### config.mk
export PLATFORM = sky130hd
export DESIGN_NAME = i2cx_target
export DESIGN_NICKNAME = d
export VERILOG_FILES = /design/src/rtl/i2cx_pkg.sv /design/src/rtl/i2cx_line_sync.sv /design/src/rtl/i2cx_regbank.sv /design/src/rtl/i2cx_link.sv /design/src/rtl/i2cx_target.sv
export SDC_FILE = /design/constraint.sdc
export NUM_CORES = 1
export LEC_CHECK = 0
export ABC_AREA = 0
export BUFFER_PORTS_ARGS = -buffer_cell sky130_fd_sc_hd__buf_2
export CORE_MARGIN = 4
export CORE_UTILIZATION = 40
export DETAILED_ROUTE_END_ITERATION = 8
export GPL_TIMING_DRIVEN = 0
export PLACE_DENSITY_LB_ADDON = 0.08
export SYNTH_ARGS = -nofsm -noshare
export SYNTH_HDL_FRONTEND = slang
export SYNTH_HIERARCHICAL = 1
export SYNTH_SLANG_ARGS = --single-unit
### constraint.sdc
create_clock -name clk -period 2.75 [get_ports clk]
set_clock_uncertainty 0.15 [all_clocks]
set_input_delay 0.4125 -clock clk [delete_from_list [all_inputs] [get_ports clk]]
set_output_delay 0.4125 -clock clk [all_outputs]
set_load 0.005 [all_outputs]
### src/rtl/i2cx_pkg.sv
package i2cx_pkg;

   localparam int BYTE_W = 8;
   localparam int FSEL_W = 5;
   localparam int MULT_W = 2;

   typedef logic [BYTE_W-1:0] byte_t;

   typedef enum logic [2:0] {
      LS_IDLE,
      LS_RX,
      LS_RX_ACK,
      LS_TX,
      LS_TX_ACK,
      LS_WAIT
   } link_st_e;

   typedef enum logic [1:0] {
      RB_ADDR,
      RB_INDEX,
      RB_COUNT,
      RB_DATA
   } rx_role_e;

endpackage

### src/rtl/i2cx_line_sync.sv
module i2cx_line_sync #(
   parameter int SYNC_STAGES = 2
) (
   input  logic clk,
   input  logic rst,
   input  logic scl_in,
   input  logic sda_in,
   output logic sda_q,
   output logic scl_rise,
   output logic scl_fall,
   output logic start_seen,
   output logic stop_seen
);

   if (SYNC_STAGES < 2) begin : g_bad_stages
      $error("i2cx_line_sync: SYNC_STAGES must be at least 2");
   end

   localparam int LINES = 2;

   logic [LINES-1:0] raw;
   logic [LINES-1:0] synced;
   logic [LINES-1:0] synced_d;

   assign raw = {sda_in, scl_in};

   for (genvar l = 0; l < LINES; l++) begin : g_line
      logic [SYNC_STAGES-1:0] pipe;
      always_ff @(posedge clk) begin
         if (rst) pipe <= '1;
         else     pipe <= {pipe[SYNC_STAGES-2:0], raw[l]};
      end
      assign synced[l] = pipe[SYNC_STAGES-1];
   end

   always_ff @(posedge clk) begin
      if (rst) synced_d <= '1;
      else     synced_d <= synced;
   end

   logic scl_now, scl_was, sda_now, sda_was;
   assign scl_now = synced[0];
   assign scl_was = synced_d[0];
   assign sda_now = synced[1];
   assign sda_was = synced_d[1];

   assign sda_q      = sda_now;
   assign scl_rise   = scl_now & ~scl_was;
   assign scl_fall   = ~scl_now & scl_was;
   assign start_seen = scl_now & scl_was & sda_was & ~sda_now;
   assign stop_seen  = scl_now & scl_was & ~sda_was & sda_now;

endmodule

### src/rtl/i2cx_regbank.sv
module i2cx_regbank
   import i2cx_pkg::*;
#(
   parameter int    NUM_REGS = 24,
   parameter int    CNT_IDX  = 8,
   parameter byte_t CNT_RST  = 8'h0F,
   parameter int    FSEL_IDX = 1,
   parameter int    FSEL_LSB = 0,
   parameter int    MULT_IDX = 4,
   parameter int    MULT_LSB = 6,
   parameter int    PEN_IDX  = 10,
   parameter int    PEN_BIT  = 7,
   parameter int    SEL_IDX  = 0,
   parameter int    SEL_BIT  = 7
) (
   input  logic                  clk,
   input  logic                  rst,
   input  logic [FSEL_W-1:0]     strap_fsel,
   input  logic [MULT_W-1:0]     strap_mult,
   input  logic                  wr_en,
   input  byte_t                 wr_idx,
   input  byte_t                 wr_data,
   input  byte_t                 rd_idx,
   output byte_t                 rd_data,
   output byte_t                 count_val,
   output logic [NUM_REGS*8-1:0] image,
   output logic                  prog_en,
   output logic [FSEL_W-1:0]     fsel_eff
);

   localparam int RIDX_W = (NUM_REGS > 2) ? $clog2(NUM_REGS) : 1;
   localparam logic [BYTE_W:0] NREG_C = (BYTE_W+1)'(NUM_REGS);

   if (NUM_REGS < 2 || NUM_REGS > 256) begin : g_bad_num
      $error("i2cx_regbank: NUM_REGS out of range 2..256");
   end
   if (CNT_IDX >= NUM_REGS || FSEL_IDX >= NUM_REGS || MULT_IDX >= NUM_REGS ||
       PEN_IDX >= NUM_REGS || SEL_IDX >= NUM_REGS) begin : g_bad_idx
      $error("i2cx_regbank: a special register index lies outside the bank");
   end
   if (FSEL_LSB + FSEL_W > BYTE_W || MULT_LSB + MULT_W > BYTE_W) begin : g_bad_lsb
      $error("i2cx_regbank: a strap field does not fit in a byte");
   end
   if (SEL_BIT < FSEL_W || PEN_BIT >= BYTE_W || SEL_BIT >= BYTE_W) begin : g_bad_bit
      $error("i2cx_regbank: control bit positions overlap the programmed field");
   end
   if (CNT_IDX == FSEL_IDX || CNT_IDX == MULT_IDX || SEL_IDX == FSEL_IDX ||
       SEL_IDX == MULT_IDX || PEN_IDX == FSEL_IDX || PEN_IDX == MULT_IDX) begin : g_bad_share
      $error("i2cx_regbank: writable control registers may not hold strap bits");
   end

   function automatic byte_t ro_mask_f(input int r);
      byte_t m;
      m = '0;
      if (r == FSEL_IDX) m = m | (byte_t'({FSEL_W{1'b1}}) << FSEL_LSB);
      if (r == MULT_IDX) m = m | (byte_t'({MULT_W{1'b1}}) << MULT_LSB);
      return m;
   endfunction

   logic [FSEL_W-1:0] fsel_cap;
   logic [MULT_W-1:0] mult_cap;

   always_ff @(posedge clk) begin
      if (rst) begin
         fsel_cap <= strap_fsel;
         mult_cap <= strap_mult;
      end
   end

   byte_t ovl_fsel, ovl_mult;
   assign ovl_fsel = byte_t'(fsel_cap) << FSEL_LSB;
   assign ovl_mult = byte_t'(mult_cap) << MULT_LSB;

   byte_t view [NUM_REGS];

   for (genvar i = 0; i < NUM_REGS; i++) begin : g_reg
      localparam byte_t RO_M  = ro_mask_f(i);
      localparam byte_t RST_V = (i == CNT_IDX) ? CNT_RST : '0;
      localparam byte_t MY_IX = byte_t'(i);
      byte_t stor;
      byte_t ovl;

      always_ff @(posedge clk) begin
         if (rst)                              stor <= RST_V & ~RO_M;
         else if (wr_en && (wr_idx == MY_IX))  stor <= wr_data & ~RO_M;
      end

      assign ovl = ((i == FSEL_IDX) ? ovl_fsel : '0) |
                   ((i == MULT_IDX) ? ovl_mult : '0);
      assign view[i] = (stor & ~RO_M) | (ovl & RO_M);
      assign image[i*8 +: 8] = view[i];
   end

   assign rd_data   = ({1'b0, rd_idx} < NREG_C) ? view[rd_idx[RIDX_W-1:0]] : '0;
   assign count_val = view[CNT_IDX];

   logic use_prog;
   assign prog_en  = view[PEN_IDX][PEN_BIT];
   assign use_prog = view[SEL_IDX][SEL_BIT];
   assign fsel_eff = (prog_en && use_prog) ? view[SEL_IDX][FSEL_W-1:0] : fsel_cap;

endmodule

### src/rtl/i2cx_link.sv
module i2cx_link
   import i2cx_pkg::*;
#(
   parameter logic [6:0] DEV_ADDR = 7'h69
) (
   input  logic  clk,
   input  logic  rst,
   input  logic  sda_q,
   input  logic  scl_rise,
   input  logic  scl_fall,
   input  logic  start_seen,
   input  logic  stop_seen,
   input  byte_t rd_data,
   input  byte_t count_val,
   output byte_t rd_idx,
   output logic  wr_en,
   output byte_t wr_idx,
   output byte_t wr_data,
   output logic  sda_low
);

   link_st_e state;
   rx_role_e role;
   logic [2:0] bit_n;
   logic       got8;
   logic       to_tx;
   logic       host_ack;
   byte_t      shreg;
   byte_t      tx_sh;
   byte_t      idx;
   byte_t      remain;

   assign rd_idx = idx;

   always_ff @(posedge clk) begin
      if (rst) begin
         state    <= LS_IDLE;
         role     <= RB_ADDR;
         bit_n    <= '0;
         got8     <= 1'b0;
         to_tx    <= 1'b0;
         host_ack <= 1'b0;
         shreg    <= '0;
         tx_sh    <= '0;
         idx      <= '0;
         remain   <= '0;
         sda_low  <= 1'b0;
         wr_en    <= 1'b0;
         wr_idx   <= '0;
         wr_data  <= '0;
      end else begin
         wr_en <= 1'b0;
         if (stop_seen) begin
            state   <= LS_IDLE;
            got8    <= 1'b0;
            sda_low <= 1'b0;
         end else if (start_seen) begin
            state   <= LS_RX;
            role    <= RB_ADDR;
            bit_n   <= '0;
            got8    <= 1'b0;
            sda_low <= 1'b0;
         end else begin
            case (state)
               LS_RX: begin
                  if (scl_rise) begin
                     shreg <= {shreg[6:0], sda_q};
                     bit_n <= bit_n + 3'd1;
                     if (bit_n == 3'd7) got8 <= 1'b1;
                  end else if (scl_fall && got8) begin
                     got8  <= 1'b0;
                     to_tx <= 1'b0;
                     case (role)
                        RB_ADDR: begin
                           if (shreg[7:1] == DEV_ADDR) begin
                              state   <= LS_RX_ACK;
                              sda_low <= 1'b1;
                              to_tx   <= shreg[0];
                              role    <= RB_INDEX;
                           end else begin
                              state <= LS_WAIT;
                           end
                        end
                        RB_INDEX: begin
                           idx     <= shreg;
                           role    <= RB_COUNT;
                           state   <= LS_RX_ACK;
                           sda_low <= 1'b1;
                        end
                        RB_COUNT: begin
                           remain  <= shreg;
                           role    <= RB_DATA;
                           state   <= LS_RX_ACK;
                           sda_low <= 1'b1;
                        end
                        default: begin
                           if (remain != '0) begin
                              wr_en   <= 1'b1;
                              wr_idx  <= idx;
                              wr_data <= shreg;
                              idx     <= idx + 8'd1;
                              remain  <= remain - 8'd1;
                              state   <= LS_RX_ACK;
                              sda_low <= 1'b1;
                           end else begin
                              state <= LS_WAIT;
                           end
                        end
                     endcase
                  end
               end
               LS_RX_ACK: begin
                  if (scl_fall) begin
                     bit_n <= '0;
                     if (to_tx) begin
                        state   <= LS_TX;
                        tx_sh   <= count_val;
                        sda_low <= ~count_val[7];
                     end else begin
                        state   <= LS_RX;
                        sda_low <= 1'b0;
                     end
                  end
               end
               LS_TX: begin
                  if (scl_fall) begin
                     if (bit_n == 3'd7) begin
                        sda_low <= 1'b0;
                        state   <= LS_TX_ACK;
                     end else begin
                        tx_sh   <= {tx_sh[6:0], 1'b0};
                        sda_low <= ~tx_sh[6];
                        bit_n   <= bit_n + 3'd1;
                     end
                  end
               end
               LS_TX_ACK: begin
                  if (scl_rise) begin
                     host_ack <= ~sda_q;
                  end else if (scl_fall) begin
                     if (host_ack) begin
                        tx_sh   <= rd_data;
                        sda_low <= ~rd_data[7];
                        idx     <= idx + 8'd1;
                        bit_n   <= '0;
                        state   <= LS_TX;
                     end else begin
                        state <= LS_WAIT;
                     end
                  end
               end
               default: ;
            endcase
         end
      end
   end

endmodule

### src/rtl/i2cx_target.sv
module i2cx_target
   import i2cx_pkg::*;
#(
   parameter int         NUM_REGS    = 24,
   parameter logic [6:0] DEV_ADDR    = 7'h69,
   parameter int         SYNC_STAGES = 2,
   parameter int         CNT_IDX     = 8,
   parameter byte_t      CNT_RST     = 8'h0F,
   parameter int         FSEL_IDX    = 1,
   parameter int         FSEL_LSB    = 0,
   parameter int         MULT_IDX    = 4,
   parameter int         MULT_LSB    = 6,
   parameter int         PEN_IDX     = 10,
   parameter int         PEN_BIT     = 7,
   parameter int         SEL_IDX     = 0,
   parameter int         SEL_BIT     = 7
) (
   input  logic                  clk,
   input  logic                  rst,
   input  logic                  scl_in,
   input  logic                  sda_in,
   output logic                  sda_pull_low,
   input  logic [4:0]            strap_fsel,
   input  logic [1:0]            strap_mult,
   output logic [NUM_REGS*8-1:0] cfg_image,
   output logic                  prog_enable,
   output logic [4:0]            fsel_eff
);

   logic  sda_q, ev_rise, ev_fall, ev_start, ev_stop;
   logic  wr_en;
   byte_t wr_idx, wr_data, rd_idx, rd_data, count_val;

   i2cx_line_sync #(.SYNC_STAGES(SYNC_STAGES)) u_sync (
      .clk        (clk),
      .rst        (rst),
      .scl_in     (scl_in),
      .sda_in     (sda_in),
      .sda_q      (sda_q),
      .scl_rise   (ev_rise),
      .scl_fall   (ev_fall),
      .start_seen (ev_start),
      .stop_seen  (ev_stop)
   );

   i2cx_link #(.DEV_ADDR(DEV_ADDR)) u_link (
      .clk        (clk),
      .rst        (rst),
      .sda_q      (sda_q),
      .scl_rise   (ev_rise),
      .scl_fall   (ev_fall),
      .start_seen (ev_start),
      .stop_seen  (ev_stop),
      .rd_data    (rd_data),
      .count_val  (count_val),
      .rd_idx     (rd_idx),
      .wr_en      (wr_en),
      .wr_idx     (wr_idx),
      .wr_data    (wr_data),
      .sda_low    (sda_pull_low)
   );

   i2cx_regbank #(
      .NUM_REGS (NUM_REGS),
      .CNT_IDX  (CNT_IDX),
      .CNT_RST  (CNT_RST),
      .FSEL_IDX (FSEL_IDX),
      .FSEL_LSB (FSEL_LSB),
      .MULT_IDX (MULT_IDX),
      .MULT_LSB (MULT_LSB),
      .PEN_IDX  (PEN_IDX),
      .PEN_BIT  (PEN_BIT),
      .SEL_IDX  (SEL_IDX),
      .SEL_BIT  (SEL_BIT)
   ) u_bank (
      .clk        (clk),
      .rst        (rst),
      .strap_fsel (strap_fsel),
      .strap_mult (strap_mult),
      .wr_en      (wr_en),
      .wr_idx     (wr_idx),
      .wr_data    (wr_data),
      .rd_idx     (rd_idx),
      .rd_data    (rd_data),
      .count_val  (count_val),
      .image      (cfg_image),
      .prog_en    (prog_enable),
      .fsel_eff   (fsel_eff)
   );

endmodule

==> reports/metrics.yaml <==
hold_ws_ps: 140
arrival_ps: 2960
antenna_cells: 0
leakagePower_nw: 7.19
slew_violations: 0
grt_pass1_wl_um: 66600
place_congestion: 0.895
rsz0062_at_grt: "yes"
synth-async-reset-ratio: 0
die_x_um: 184
ant_nets: 0
syn_nets: 1279
cts-htree-levels: 1
finalSetupViolations: 0
worst_slack_ps: 47.5
drt-initial-drc-count: 926
worstSkewPairLatency_ps: 550
start_util: 0.406
ios: 210
area_growth_pct: 21.8
path_clk_slew_ps: 60
dp_cells: 1864
final_core_util: 0.495
drt-met1-wl_um: 18900
finalHoldViolCount: 0
ys_warn_count: 6
required_ps: 3000
crit_path_end_kind: "flip-flop"
gr-total-overflow: 0
clockBufferDepth: 3
r2r-end: "u_link/tx_sh[4]"
core_sq_um: 30600
synth_edf_count: 7
antenna_found_initial: 0
nFillCells: 2978
clock.fmax_mhz: 370
totalWireLength_um: 45200
cts_tree: "built"
drive_gt1_frac: 0.260
grt_max_degree: 16
netlist_area_sq_um: 12400
route.met2.wl_um: 21800
grt_pass1_vias: 10300
crit_type: "reg -> reg"
port_buffers: 209
hp-start: "rst"
drc: 0
final.min_clock_period_ps: 2700
drv_cap: 0
status: "completed"
dp_slack_ps: -681
place_hpwl_um: 32800
clock_sinks: 258
drt_pre_antenna_iters: 5
avgSynthCellArea_sq_um: 9.87
cts-root-buf: "clkbuf_16"
rows: 64
die_y_um: 184
critPathLaunchType: "flip-flop"
tightest_slew_ps: 960
fin_tns_setup_ps: 0
min_path_cells: 1
fin_cells: 1924
layout_worst_path_cycle_share: 0.983
crit_fanout: 10
r2r-start: "u_link/rd_idx[0]"
vias: 10700
worstRegToRegCells: 10
vias_per_cell: 5.55
wl_per_cell_um: 23.5
gr-usage-all-layers: 0.258
nets: 1529
dr_wl_met3_um: 3290
yosys_register_bits: 258
p_per_area_nw_per_um2: 534
ys.flop_type: "dfxtp_1"
die_area_sq_um: 33900
yosysSeqAreaShare: 0.421
cts_buffers: 29
worst_hold_path_type: "in -> reg"
syn_inst: 1259
yosys.cell_types.count: 78
min_to: "u_bank/fsel_cap[2]"
r2r_slack_ps: 50
peakVddDrop_uv: 326
relSlewSlack: 0.360
top_layer_used: "met4"
==> area by class of cell <==
cell class | count | area, sq um | area share
Clock buffer | 46 | 810 | 0.0535
Timing Repair Buffer | 221 | 1160 | 0.0766
Buffer | 105 | 604 | 0.0399
Clock inverter | 4 | 23.8 | 0.00157
Tap cell | 396 | 495 | 0.0327
Inverter | 16 | 60.1 | 0.00397
Multi-Input combinational cell | 878 | 6730 | 0.445
Sequential cell | 258 | 5250 | 0.347
==> worst max-delay path by stage <==
stage                                start                to  slack [ps]  depth (start not counted)
after floorplan             u_link/role[0]  u_link/rd_idx[0]         430                          7
after global placement    u_link/rd_idx[1]   u_link/tx_sh[5]        -650                         10
after detailed placement  u_link/rd_idx[1]   u_link/tx_sh[5]        -680                         10
after CTS                 u_link/rd_idx[0]   u_link/tx_sh[5]           1                         10
after global routing      u_link/rd_idx[0]   u_link/tx_sh[1]         -10                         10
final                     u_link/rd_idx[0]   u_link/tx_sh[4]          50                         10
==> cells in the mapped netlist (8+ instances only) <==
cell type / count / area share
inv_1: 16 / 0.0048
nand2_1: 66 / 0.020
or2_1: 8 / 0.0040
nor3_1: 17 / 0.0068
nor4_1: 9 / 0.0045
clkbuf_1: 62 / 0.019
dfxtp_1: 251 / 0.40
a21oi_1: 40 / 0.016
o211ai_1: 11 / 0.0066
mux2i_1: 212 / 0.17
a2bb2oi_1: 9 / 0.0063
mux2_2: 9 / 0.0082
nor2b_1: 24 / 0.012
nand2b_1: 12 / 0.0060
buf_2: 19 / 0.0077
nor2_1: 220 / 0.066
o21ai_0: 23 / 0.0093
buf_4: 20 / 0.012
mux4_2: 37 / 0.067
a211oi_1: 17 / 0.010
nand4_2: 19 / 0.019
nand3_1: 17 / 0.0068
ha_1: 9 / 0.0091
==> metal layers <==
layer  global-route usage  vias to the layer above
li1                     -                     5005
met1                0.342                     5235
met2                0.430                      371
met3               0.0495                       65
met4               0.0728                        0
met5                    0                        -
==> registers in the layout, indices dropped and copies added, names as in the netlist, 3 cells and up <==
signal	flops
u_link/tx_sh	7
u_link/state	3
u_bank/g.stor	177
u_link/wr_idx	8
u_bank/count_val	8
u_link/wr_data	8
u_sync/g_line.pipe	4
u_link/shreg	8
u_link/rd_idx	8
u_link/bit_n	3
u_link/remain	8
u_bank/fsel_cap	5
==> kinds of logic after synthesis <==
kind of cell	Yosys count	share of synthesized area
AO/OA/AOI/OAI	164	0.0915
adder cells (fa/ha/maj)	9	0.00906
buffers and inverters	123	0.0488
AND/OR/NAND/NOR	446	0.182
flip-flops	258	0.421
multiplexers	259	0.247
==> power breakdown <==
part           internal [W]  switching, W
Combinational      0.000272      0.000440
Clock               0.00200       0.00155
Sequential          0.00379     0.0000297
Total               0.00606       0.00202
==> layout by cell type (no fill, tap or decap), types with 9 or more instances in the layout <==
cell and count:
dfxtp_1 248, buf_2 223, nor2_1 220, mux2i_1 209, clkbuf_1 74, nand2_1 66, a21oi_1 40, mux4_2 37
clkbuf_16 29, nor2b_1 24, o21ai_0 23, buf_4 21, nand4_2 19, nand3_1 17, inv_1 16, a211oi_1 15
nor3_1 14, nand2b_1 12, o211ai_1 11, dlygate4sd3_1 9, mux2_2 9, ha_1 9
==> stage by stage <==
| stage | total power [W] | instance area [sq um] |
|---|---|---|
| floorplan | 0.00434 | 12400 |
| finish | 0.00808 | 15100 |
| detailed placement | 0.00457 | 14000 |
| global route | 0.00835 | 15100 |
| CTS | 0.00813 | 15000 |
| global placement | 0.00456 | 14000 |
==> critical path, stage by stage, from the launching register on <==
cell      delay, ps
dfxtp_4         410
buf_12          170
buf_6           210
buf_4           250
mux4_2          330
mux2i_2         230
o211ai_1        170
nor3_1          260
o21ai_0         120
o311ai_0        130
a211oi_1        120
==> what timing repair did <==
action / in CTS / in global routing
hold endpoints to repair: 9 / 0
gates resized for setup: 29 / 23
setup endpoints to repair: 17 / 20
pin swaps: 0 / 2
setup buffers: 0 / 3
hold buffers: 9 / 0
Power figures use the tool's default switching activity.
